--- src/rtl/edoSeqPkg.sv ---
package edoSeqPkg;

  typedef enum logic [1:0] {
    OP_EARLY = 2'd0,
    OP_LATE  = 2'd1,
    OP_RMW   = 2'd2,
    OP_NOP   = 2'd3
  } opE;

  typedef enum logic [3:0] {
    PH_IDLE,
    PH_ROWA,   // row strobe low, row address out
    PH_WSET,   // early write: write strobe low ahead of column
    PH_ECAS,   // early write: column low
    PH_LCAS,   // late write: column low, write strobe still high
    PH_LWE,    // late write: write strobe low
    PH_RREAD,  // rmw: column low, output enable low
    PH_ROFF,   // rmw: output enable back high, bus turnaround
    PH_RWE,    // rmw: write strobe low
    PH_HPRE,   // hidden refresh: row precharge under column low
    PH_HRAS,   // hidden refresh: row pulse
    PH_PRE     // all strobes high: row and column precharge
  } phaseE;

  typedef struct packed {
    logic loadReq;
    logic selCol;
    logic driveDq;
    logic captureRd;
  } strobeT;

endpackage

--- src/rtl/edoSeqData.sv ---
module edoSeqData
  import edoSeqPkg::*;
#(
  parameter int ROW_W = 12,
  parameter int COL_W = 10,
  parameter int DQ_W  = 4,
  localparam int ADDR_W = (ROW_W > COL_W) ? ROW_W : COL_W
) (
  input  logic              clk,
  input  logic              rstN,
  input  strobeT            strobe,
  input  logic [ROW_W-1:0]  reqRow,
  input  logic [COL_W-1:0]  reqCol,
  input  logic [DQ_W-1:0]   reqWdata,
  input  logic [DQ_W-1:0]   dqIn,
  output logic [ADDR_W-1:0] addr,
  output logic [DQ_W-1:0]   dqOut,
  output logic              dqOe,
  output logic [DQ_W-1:0]   rdata
);

  logic [ROW_W-1:0] rowQ;
  logic [COL_W-1:0] colQ;
  logic [DQ_W-1:0]  wdataQ;
  logic [DQ_W-1:0]  rdataQ;

  always_ff @(posedge clk) begin
    if (!rstN) begin
      rowQ   <= '0;
      colQ   <= '0;
      wdataQ <= '0;
      rdataQ <= '0;
    end else begin
      if (strobe.loadReq) begin
        rowQ   <= reqRow;
        colQ   <= reqCol;
        wdataQ <= reqWdata;
        rdataQ <= '0;
      end else if (strobe.captureRd) begin
        rdataQ <= dqIn;
      end
    end
  end

  assign addr  = strobe.selCol ? ADDR_W'(colQ) : ADDR_W'(rowQ);
  assign dqOut = wdataQ;
  assign dqOe  = strobe.driveDq;
  assign rdata = rdataQ;

endmodule

--- src/rtl/edoSeqCtrl.sv ---
module edoSeqCtrl
  import edoSeqPkg::*;
#(
  parameter int T_RCD = 2,
  parameter int T_WCS = 1,
  parameter int T_CAS = 2,
  parameter int T_CWD = 3,
  parameter int T_OEH = 1,
  parameter int T_RP  = 3,
  parameter int T_CP  = 2,
  parameter int T_REF = 3,
  parameter bit OE_TIED = 1'b0,
  localparam int T_PRE = (T_RP > T_CP) ? T_RP : T_CP,
  localparam int T_A = (T_RCD > T_WCS) ? T_RCD : T_WCS,
  localparam int T_B = (T_CAS > T_CWD) ? T_CAS : T_CWD,
  localparam int T_C = (T_OEH > T_REF) ? T_OEH : T_REF,
  localparam int T_AB = (T_A > T_B) ? T_A : T_B,
  localparam int T_CP2 = (T_C > T_PRE) ? T_C : T_PRE,
  localparam int T_MAX = (T_AB > T_CP2) ? T_AB : T_CP2,
  localparam int CNT_W = $clog2(T_MAX + 1),
  localparam int RUN_W = $clog2(T_CP + 2)
) (
  input  logic   clk,
  input  logic   rstN,
  input  logic   reqValid,
  input  opE     reqOp,
  input  logic   reqHidRef,
  output logic   reqReady,
  output logic   doneValid,
  output logic   rasN,
  output logic   casN,
  output logic   weN,
  output logic   oeN,
  output strobeT strobe
);

  phaseE phase, nextPhase;
  logic [CNT_W-1:0] cnt;
  opE    curOp;
  logic  curHid;
  logic  accept, advance, opAllowed;
  int    nextLen;

  assign opAllowed = (reqOp != OP_NOP) && (!OE_TIED || reqOp == OP_EARLY);
  assign accept    = (phase == PH_IDLE) && reqValid && opAllowed;

  always_comb begin
    nextPhase = phase;
    nextLen   = 1;
    advance   = 1'b0;
    if (phase == PH_IDLE) begin
      if (accept) begin
        nextPhase = PH_ROWA;
        nextLen   = T_RCD;
        advance   = 1'b1;
      end
    end else if (cnt == '0) begin
      advance = 1'b1;
      case (phase)
        PH_ROWA: begin
          if (curOp == OP_EARLY) begin
            nextPhase = PH_WSET;  nextLen = T_WCS;
          end else if (curOp == OP_LATE) begin
            nextPhase = PH_LCAS;  nextLen = T_CWD;
          end else begin
            nextPhase = PH_RREAD; nextLen = T_CWD;
          end
        end
        PH_WSET:  begin nextPhase = PH_ECAS; nextLen = T_CAS; end
        PH_LCAS:  begin nextPhase = PH_LWE;  nextLen = T_CAS; end
        PH_RREAD: begin nextPhase = PH_ROFF; nextLen = T_OEH; end
        PH_ROFF:  begin nextPhase = PH_RWE;  nextLen = T_CAS; end
        PH_ECAS, PH_LWE, PH_RWE: begin
          if (curHid) begin
            nextPhase = PH_HPRE; nextLen = T_RP;
          end else begin
            nextPhase = PH_PRE;  nextLen = T_PRE;
          end
        end
        PH_HPRE:  begin nextPhase = PH_HRAS; nextLen = T_REF; end
        PH_HRAS:  begin nextPhase = PH_PRE;  nextLen = T_PRE; end
        default:  begin nextPhase = PH_IDLE; nextLen = 1; end
      endcase
    end
  end

  always_ff @(posedge clk) begin
    if (!rstN) begin
      phase  <= PH_IDLE;
      cnt    <= '0;
      curOp  <= OP_NOP;
      curHid <= 1'b0;
    end else begin
      if (advance) begin
        phase <= nextPhase;
        cnt   <= CNT_W'(nextLen - 1);
      end else if (cnt != '0) begin
        cnt <= cnt - 1'b1;
      end
      if (accept) begin
        curOp  <= reqOp;
        curHid <= reqHidRef;
      end
    end
  end

  // strobe decode from the registered phase
  logic preFirst;
  assign preFirst = (phase == PH_PRE) && (cnt == CNT_W'(T_PRE - 1));

  always_comb begin
    rasN = 1'b1;
    casN = 1'b1;
    weN  = 1'b1;
    case (phase)
      PH_ROWA:  begin rasN = 1'b0; end
      PH_WSET:  begin rasN = 1'b0; weN = 1'b0; end
      PH_ECAS:  begin rasN = 1'b0; casN = 1'b0; weN = 1'b0; end
      PH_LCAS:  begin rasN = 1'b0; casN = 1'b0; end
      PH_LWE:   begin rasN = 1'b0; casN = 1'b0; weN = 1'b0; end
      PH_RREAD: begin rasN = 1'b0; casN = 1'b0; end
      PH_ROFF:  begin rasN = 1'b0; casN = 1'b0; end
      PH_RWE:   begin rasN = 1'b0; casN = 1'b0; weN = 1'b0; end
      PH_HPRE:  begin casN = 1'b0; weN = 1'b0; end
      PH_HRAS:  begin rasN = 1'b0; casN = 1'b0; weN = 1'b0; end
      PH_PRE:   begin weN = !(OE_TIED && preFirst); end
      default:  ;
    endcase
  end

  generate
    if (OE_TIED) begin : gTied
      assign oeN = 1'b0;
    end else begin : gOe
      assign oeN = (phase != PH_RREAD);
    end
  endgenerate

  assign strobe.loadReq   = accept;
  assign strobe.selCol    = (phase != PH_ROWA);
  assign strobe.driveDq   = (phase == PH_WSET) || (phase == PH_ECAS) ||
                            (phase == PH_LWE)  || (phase == PH_RWE);
  assign strobe.captureRd = (phase == PH_RREAD) && (cnt == '0);

  assign reqReady  = (phase == PH_IDLE);
  assign doneValid = (phase == PH_PRE) && (cnt == '0);

  // column-high run length, for the precharge check
  logic [RUN_W-1:0] casHighRun;
  always_ff @(posedge clk) begin
    if (!rstN) casHighRun <= '0;
    else if (!casN) casHighRun <= '0;
    else if (casHighRun != {RUN_W{1'b1}}) casHighRun <= casHighRun + 1'b1;
  end

  assert_early_setup_R2: assert property (@(posedge clk) disable iff (!rstN)
    ($fell(casN) && curOp == OP_EARLY) |-> (!weN && $past(!weN)));

  assert_late_order_R3: assert property (@(posedge clk) disable iff (!rstN)
    ($fell(weN) && curOp == OP_LATE) |-> (!casN && $past(!casN)));

  assert_oe_turnaround_R4: assert property (@(posedge clk) disable iff (!rstN)
    ($fell(weN) && curOp == OP_RMW) |-> (oeN && $past(oeN)));

  assert_cas_precharge_R7: assert property (@(posedge clk) disable iff (!rstN)
    $fell(casN) |-> (casHighRun >= RUN_W'(T_CP)));

  assert_hidden_ref_R8: assert property (@(posedge clk) disable iff (!rstN)
    ($rose(rasN) && !casN) |-> (!weN && (oeN || OE_TIED)));

  assert_done_pulse_R11: assert property (@(posedge clk) disable iff (!rstN)
    doneValid |=> !doneValid);

  assert_ready_idle_R11: assert property (@(posedge clk) disable iff (!rstN)
    reqReady |-> (rasN && casN));

endmodule

--- src/rtl/edoWriteSeq.sv ---
module edoWriteSeq
  import edoSeqPkg::*;
#(
  parameter int ROW_W = 12,
  parameter int COL_W = 10,
  parameter int DQ_W  = 4,
  parameter int T_RCD = 2,
  parameter int T_WCS = 1,
  parameter int T_CAS = 2,
  parameter int T_CWD = 3,
  parameter int T_OEH = 1,
  parameter int T_RP  = 3,
  parameter int T_CP  = 2,
  parameter int T_REF = 3,
  parameter bit OE_TIED = 1'b0,
  localparam int ADDR_W = (ROW_W > COL_W) ? ROW_W : COL_W
) (
  input  logic              clk,
  input  logic              rstN,
  input  logic              reqValid,
  input  logic [1:0]        reqOp,
  input  logic              reqHidRef,
  input  logic [ROW_W-1:0]  reqRow,
  input  logic [COL_W-1:0]  reqCol,
  input  logic [DQ_W-1:0]   reqWdata,
  output logic              reqReady,
  output logic              doneValid,
  output logic [DQ_W-1:0]   doneRdata,
  output logic              dramRasN,
  output logic              dramCasN,
  output logic              dramWeN,
  output logic              dramOeN,
  output logic [ADDR_W-1:0] dramAddr,
  output logic [DQ_W-1:0]   dramDqOut,
  output logic              dramDqOe,
  input  logic [DQ_W-1:0]   dramDqIn
);

  strobeT strobe;

  edoSeqCtrl #(
    .T_RCD(T_RCD), .T_WCS(T_WCS), .T_CAS(T_CAS), .T_CWD(T_CWD),
    .T_OEH(T_OEH), .T_RP(T_RP), .T_CP(T_CP), .T_REF(T_REF),
    .OE_TIED(OE_TIED)
  ) ctrl (
    .clk(clk), .rstN(rstN), .reqValid(reqValid), .reqOp(opE'(reqOp)),
    .reqHidRef(reqHidRef), .reqReady(reqReady), .doneValid(doneValid),
    .rasN(dramRasN), .casN(dramCasN), .weN(dramWeN), .oeN(dramOeN),
    .strobe(strobe)
  );

  edoSeqData #(.ROW_W(ROW_W), .COL_W(COL_W), .DQ_W(DQ_W)) data (
    .clk(clk), .rstN(rstN), .strobe(strobe), .reqRow(reqRow),
    .reqCol(reqCol), .reqWdata(reqWdata), .dqIn(dramDqIn),
    .addr(dramAddr), .dqOut(dramDqOut), .dqOe(dramDqOe), .rdata(doneRdata)
  );

  assert_no_contention_R5: assert property (@(posedge clk) disable iff (!rstN)
    dramDqOe |-> (dramOeN || OE_TIED));

  assert_row_first_R6: assert property (@(posedge clk) disable iff (!rstN)
    $fell(dramCasN) |-> !dramRasN);

endmodule

--- config.mk ---
export PLATFORM = sky130hd
export DESIGN_NAME = edoWriteSeq
export DESIGN_NICKNAME = d
export VERILOG_FILES = /design/src/rtl/edoSeqPkg.sv /design/src/rtl/edoSeqData.sv /design/src/rtl/edoSeqCtrl.sv /design/src/rtl/edoWriteSeq.sv
export SDC_FILE = /design/constraint.sdc
export NUM_CORES = 1
export LEC_CHECK = 0
export BUFFER_PORTS_ARGS = -buffer_cell sky130_fd_sc_hd__buf_4
export CORE_MARGIN = 5
export CORE_UTILIZATION = 50
export DETAILED_ROUTE_END_ITERATION = 12
export PLACE_DENSITY = 0.82
export SLEW_MARGIN = 20
export SYNTH_ARGS = -nofsm -noshare
export SYNTH_HDL_FRONTEND = slang
export SYNTH_SLANG_ARGS = --single-unit
export TNS_END_PERCENT = 10
--- constraint.sdc ---
create_clock -name clk -period 1.8 [get_ports clk]
set_input_delay 0.18 -clock clk [delete_from_list [all_inputs] [get_ports clk]]
set_output_delay 0.18 -clock clk [all_outputs]
set_load 0.005 [all_outputs]
==> impl_metrics.tcl <==
set metrics [dict create \
    status "finished clean" \
    cap_violations 0 \
    place.gp.congestion 0.8729 \
    die_w_um 72.14 \
    ys.flop_type "dfxtp_1" \
    syn-num-nets 271 \
    synth_xor_area_frac 0.004537 \
    post-place-ws_ps 218.4 \
    synth_top_family_by_area "simple AND/OR/NAND/NOR gates" \
    grt_use_total 0.1826 \
    syn_area_mm2 0.001931 \
    synthAdderAreaFrac 0.006481 \
    worst_pin_slew_ps 398.5 \
    layout_setup_ws_ps 41.05 \
    cp.arrival_ps 1580 \
    timing.final.crit_share 0.9772 \
    synth_cell_type_count 45 \
    synthSimpleGateAreaFrac 0.2424 \
    finClkSkew_ps 9.407 \
    finalMaxSlewViolations 0 \
    synth_compound_area_frac 0.1905 \
    dp.final_hpwl_um 3338 \
    r2r_slack_ps 190 \
    yosys-mux-area-fraction 0.08684 \
    die_h_um 72.14 \
    finalNonFillerCells 349 \
    cts_made_buffers 5 \
    num_antenna_cells 0 \
    power_frac_seq 0.306 \
    vias_per_cell 5.140 \
    synth_common_cells "58 x nand2_1, 39 x dfxtp_1, 28 x a21oi_1, 10 x mux2_2" \
    ioPinCount 63 \
    synth_edf_count 0 \
    wl_per_cell_um 13.51 \
    die_area_mm2 0.005204 \
    final_util 0.7127 \
    num_rows 22 \
    power.internal_mw 2.477 \
    period_minus_slack_ps 1759 \
    required_ps 1620 \
    synth-seq-cells 39 \
    synth-seq-area-share 0.4044 \
    synth.avg_cell_area_um2 8.250 \
    worst-path-max-fanout 7 \
    grt_pass1_wl_um 7679 \
    placed_cells 337 \
    core-area_mm2 0.003689 \
    synth_warnings 0 \
    nets 337 \
    grt_start_max_net_pins 32 \
    cts_tree "done" \
    ir_drop_mv 0.9566 \
    crit_type "register to primary output" \
    syn-instance-count 234 \
    drt_iter0_markers 133 \
    switching_share 0.3654 \
    relSlewSlack 0.7323 \
    tns_ps 0 \
    rsz0062_at_grt "true" \
    cts_max_path_buffers 2 \
    yosys.area.top_type "dfxtp_1" \
    setup_violations 0 \
    firstDrtPassIters 4 \
    ant_nets 0 \
    cts.reportedPaths.clkPinSlew_ps 80 \
    antenna_found_initial 0 \
    power_density_mw_per_mm2 1485 \
    cts.sinks 39 \
    yosysTopAreaCellShare 0.4044 \
    io_buffer_count 62 \
    total_power_mw 3.903 \
    grt_pass1_vias 1700 \
    area_growth_pct 36.16 \
    drt_wl_total_um 4716 \
    hold_path.class "input port to register" \
    vias 1794 \
    maxClockFrequency_ghz 0.5685 \
    pwr-share-clk 0.194 \
    initial_core_util 0.5234 \
    cts_max_level 2 \
    drive_gt1_frac 0.3987 \
    finalHoldViolations 0 \
    cts-root-buf "clkbuf_8" \
    synth_area_leaders "dfxtp_1 40%, nand2_1 11%, a21oi_1 7.3%" \
    grt-ovfl-total 0 \
    cp-start-kind "register" \
    power_frac_comb 0.500 \
    cellLeakagePower_nw 1.130 \
    insertion_delay_ps 300 \
    p_switching_mw 1.426 \
    synth.most_common_cell "nand2_1" \
    async_reset_ff_frac 0 \
    drc_errors 0 \
    endpoint_kind "primary output" \
]
what timing repair did:
item	4_1_cts	5_1_grt
cloned	1	0
resized for setup	8	3
hold buffers	0	0
buffers inserted	3	0
pin swaps	1	1
endpoints found under the setup margin	10	11
cell type report:
cell class	count	area (µm²)
Fill cell	312	1060
Inverter	6	22.52
Multi-Input combinational cell	171	1042
Sequential cell	39	788.3
Timing Repair Buffer	77	598.1
Tap cell	48	60.06
Clock inverter	2	35.03
Clock buffer	6	82.58
power by group through the flow:
stage	combinational (mW)	sequential [mW]	clock (mW)
6_report	1.95	1.19	0.756
3_5_place_dp	1.81	1.20	0
4_1_cts	1.95	1.19	0.769
5_1_grt	2.15	1.22	0.794
3_3_place_gp	1.78	1.19	0
2_1_floorplan	1.26	1.15	0
per-stage QoR:
stage	instance area, µm²	hold WS (ps)
after floorplan	1931	251.8
after global placement	2449	405.7
after detailed placement	2449	408.9
after CTS	2621	103.0
after global routing	2629	105.6
final	2629	101.3
cell families (layout without fill, tap and decap cells):
kind of cell | after synthesis | in the layout
DFF | 39 | 39
buffers and inverters | 24 | 91
and+or+nand+nor | 96 | 96
AOI/OAI and AO/OA | 58 | 58
xor gates and xnor gates | 1 | 1
adders and majority gates | 1 | 1
muxes | 15 | 15
cells in the final DEF (no fill, tap or decap), types with 2 or more instances in the layout:
| cell type | n |
|---|---|
| a21boi_0 | 2 |
| a21o_1 | 2 |
| a21oi_1 | 28 |
| a21oi_2 | 8 |
| and2_1 | 3 |
| buf_4 | 74 |
| buf_6 | 2 |
| clkbuf_8 | 6 |
| dfxtp_1 | 35 |
| dfxtp_2 | 3 |
| inv_1 | 6 |
| mux2_2 | 9 |
| mux2_4 | 2 |
| mux2i_1 | 4 |
| nand2_1 | 58 |
| nand2_2 | 8 |
| nand2b_1 | 5 |
| nand3_1 | 4 |
| nor2_1 | 4 |
| nor2b_1 | 3 |
| o211ai_1 | 2 |
| o21ai_0 | 7 |
state kept, by name, indices dropped and copies added, names as in the netlist:
register	flops
ctrl.cnt	2
data.colQ	10
ctrl.curHid	1
data.dqOut	4
ctrl.curOp	2
data.rowQ	12
data.rdata	4
ctrl.phase	4
worst max-delay path, stage by stage (launching register included):
cell	delay, ps
dfxtp_2	330
nand2b_4	150
nor3_4	160
buf_6	180
mux2_2	340
buf_4	140
per-layer routing:
layer  vias to the layer above  wire, µm  global-route usage  part of all wire
met2                        54      2232              0.2912              0.47
met4                         0        50             0.04384             0.011
met3                         4       348             0.05679             0.074
met5                         -         0                   0                 0
li1                        921         -                   -                 -
met1                       815      2085              0.2410              0.44
path summary, 6_finish.rpt:
path,startpoint,to,depth (start not counted)
setup / recovery,ctrl.phase[1]$_SDFFE_PN0P_,dramAddr[3],5
hold / removal,reqOp[0],ctrl.curOp[0]$_SDFFE_PN1P_,3
hold reg to reg,data.rowQ[8]$_SDFFE_PN0P_,data.rowQ[8]$_SDFFE_PN0P_,2
setup reg to reg,ctrl.phase[1]$_SDFFE_PN0P_,ctrl.cnt[1]$_SDFFE_PN0P_,4
Note: power is estimated with default switching activity, not from simulation.
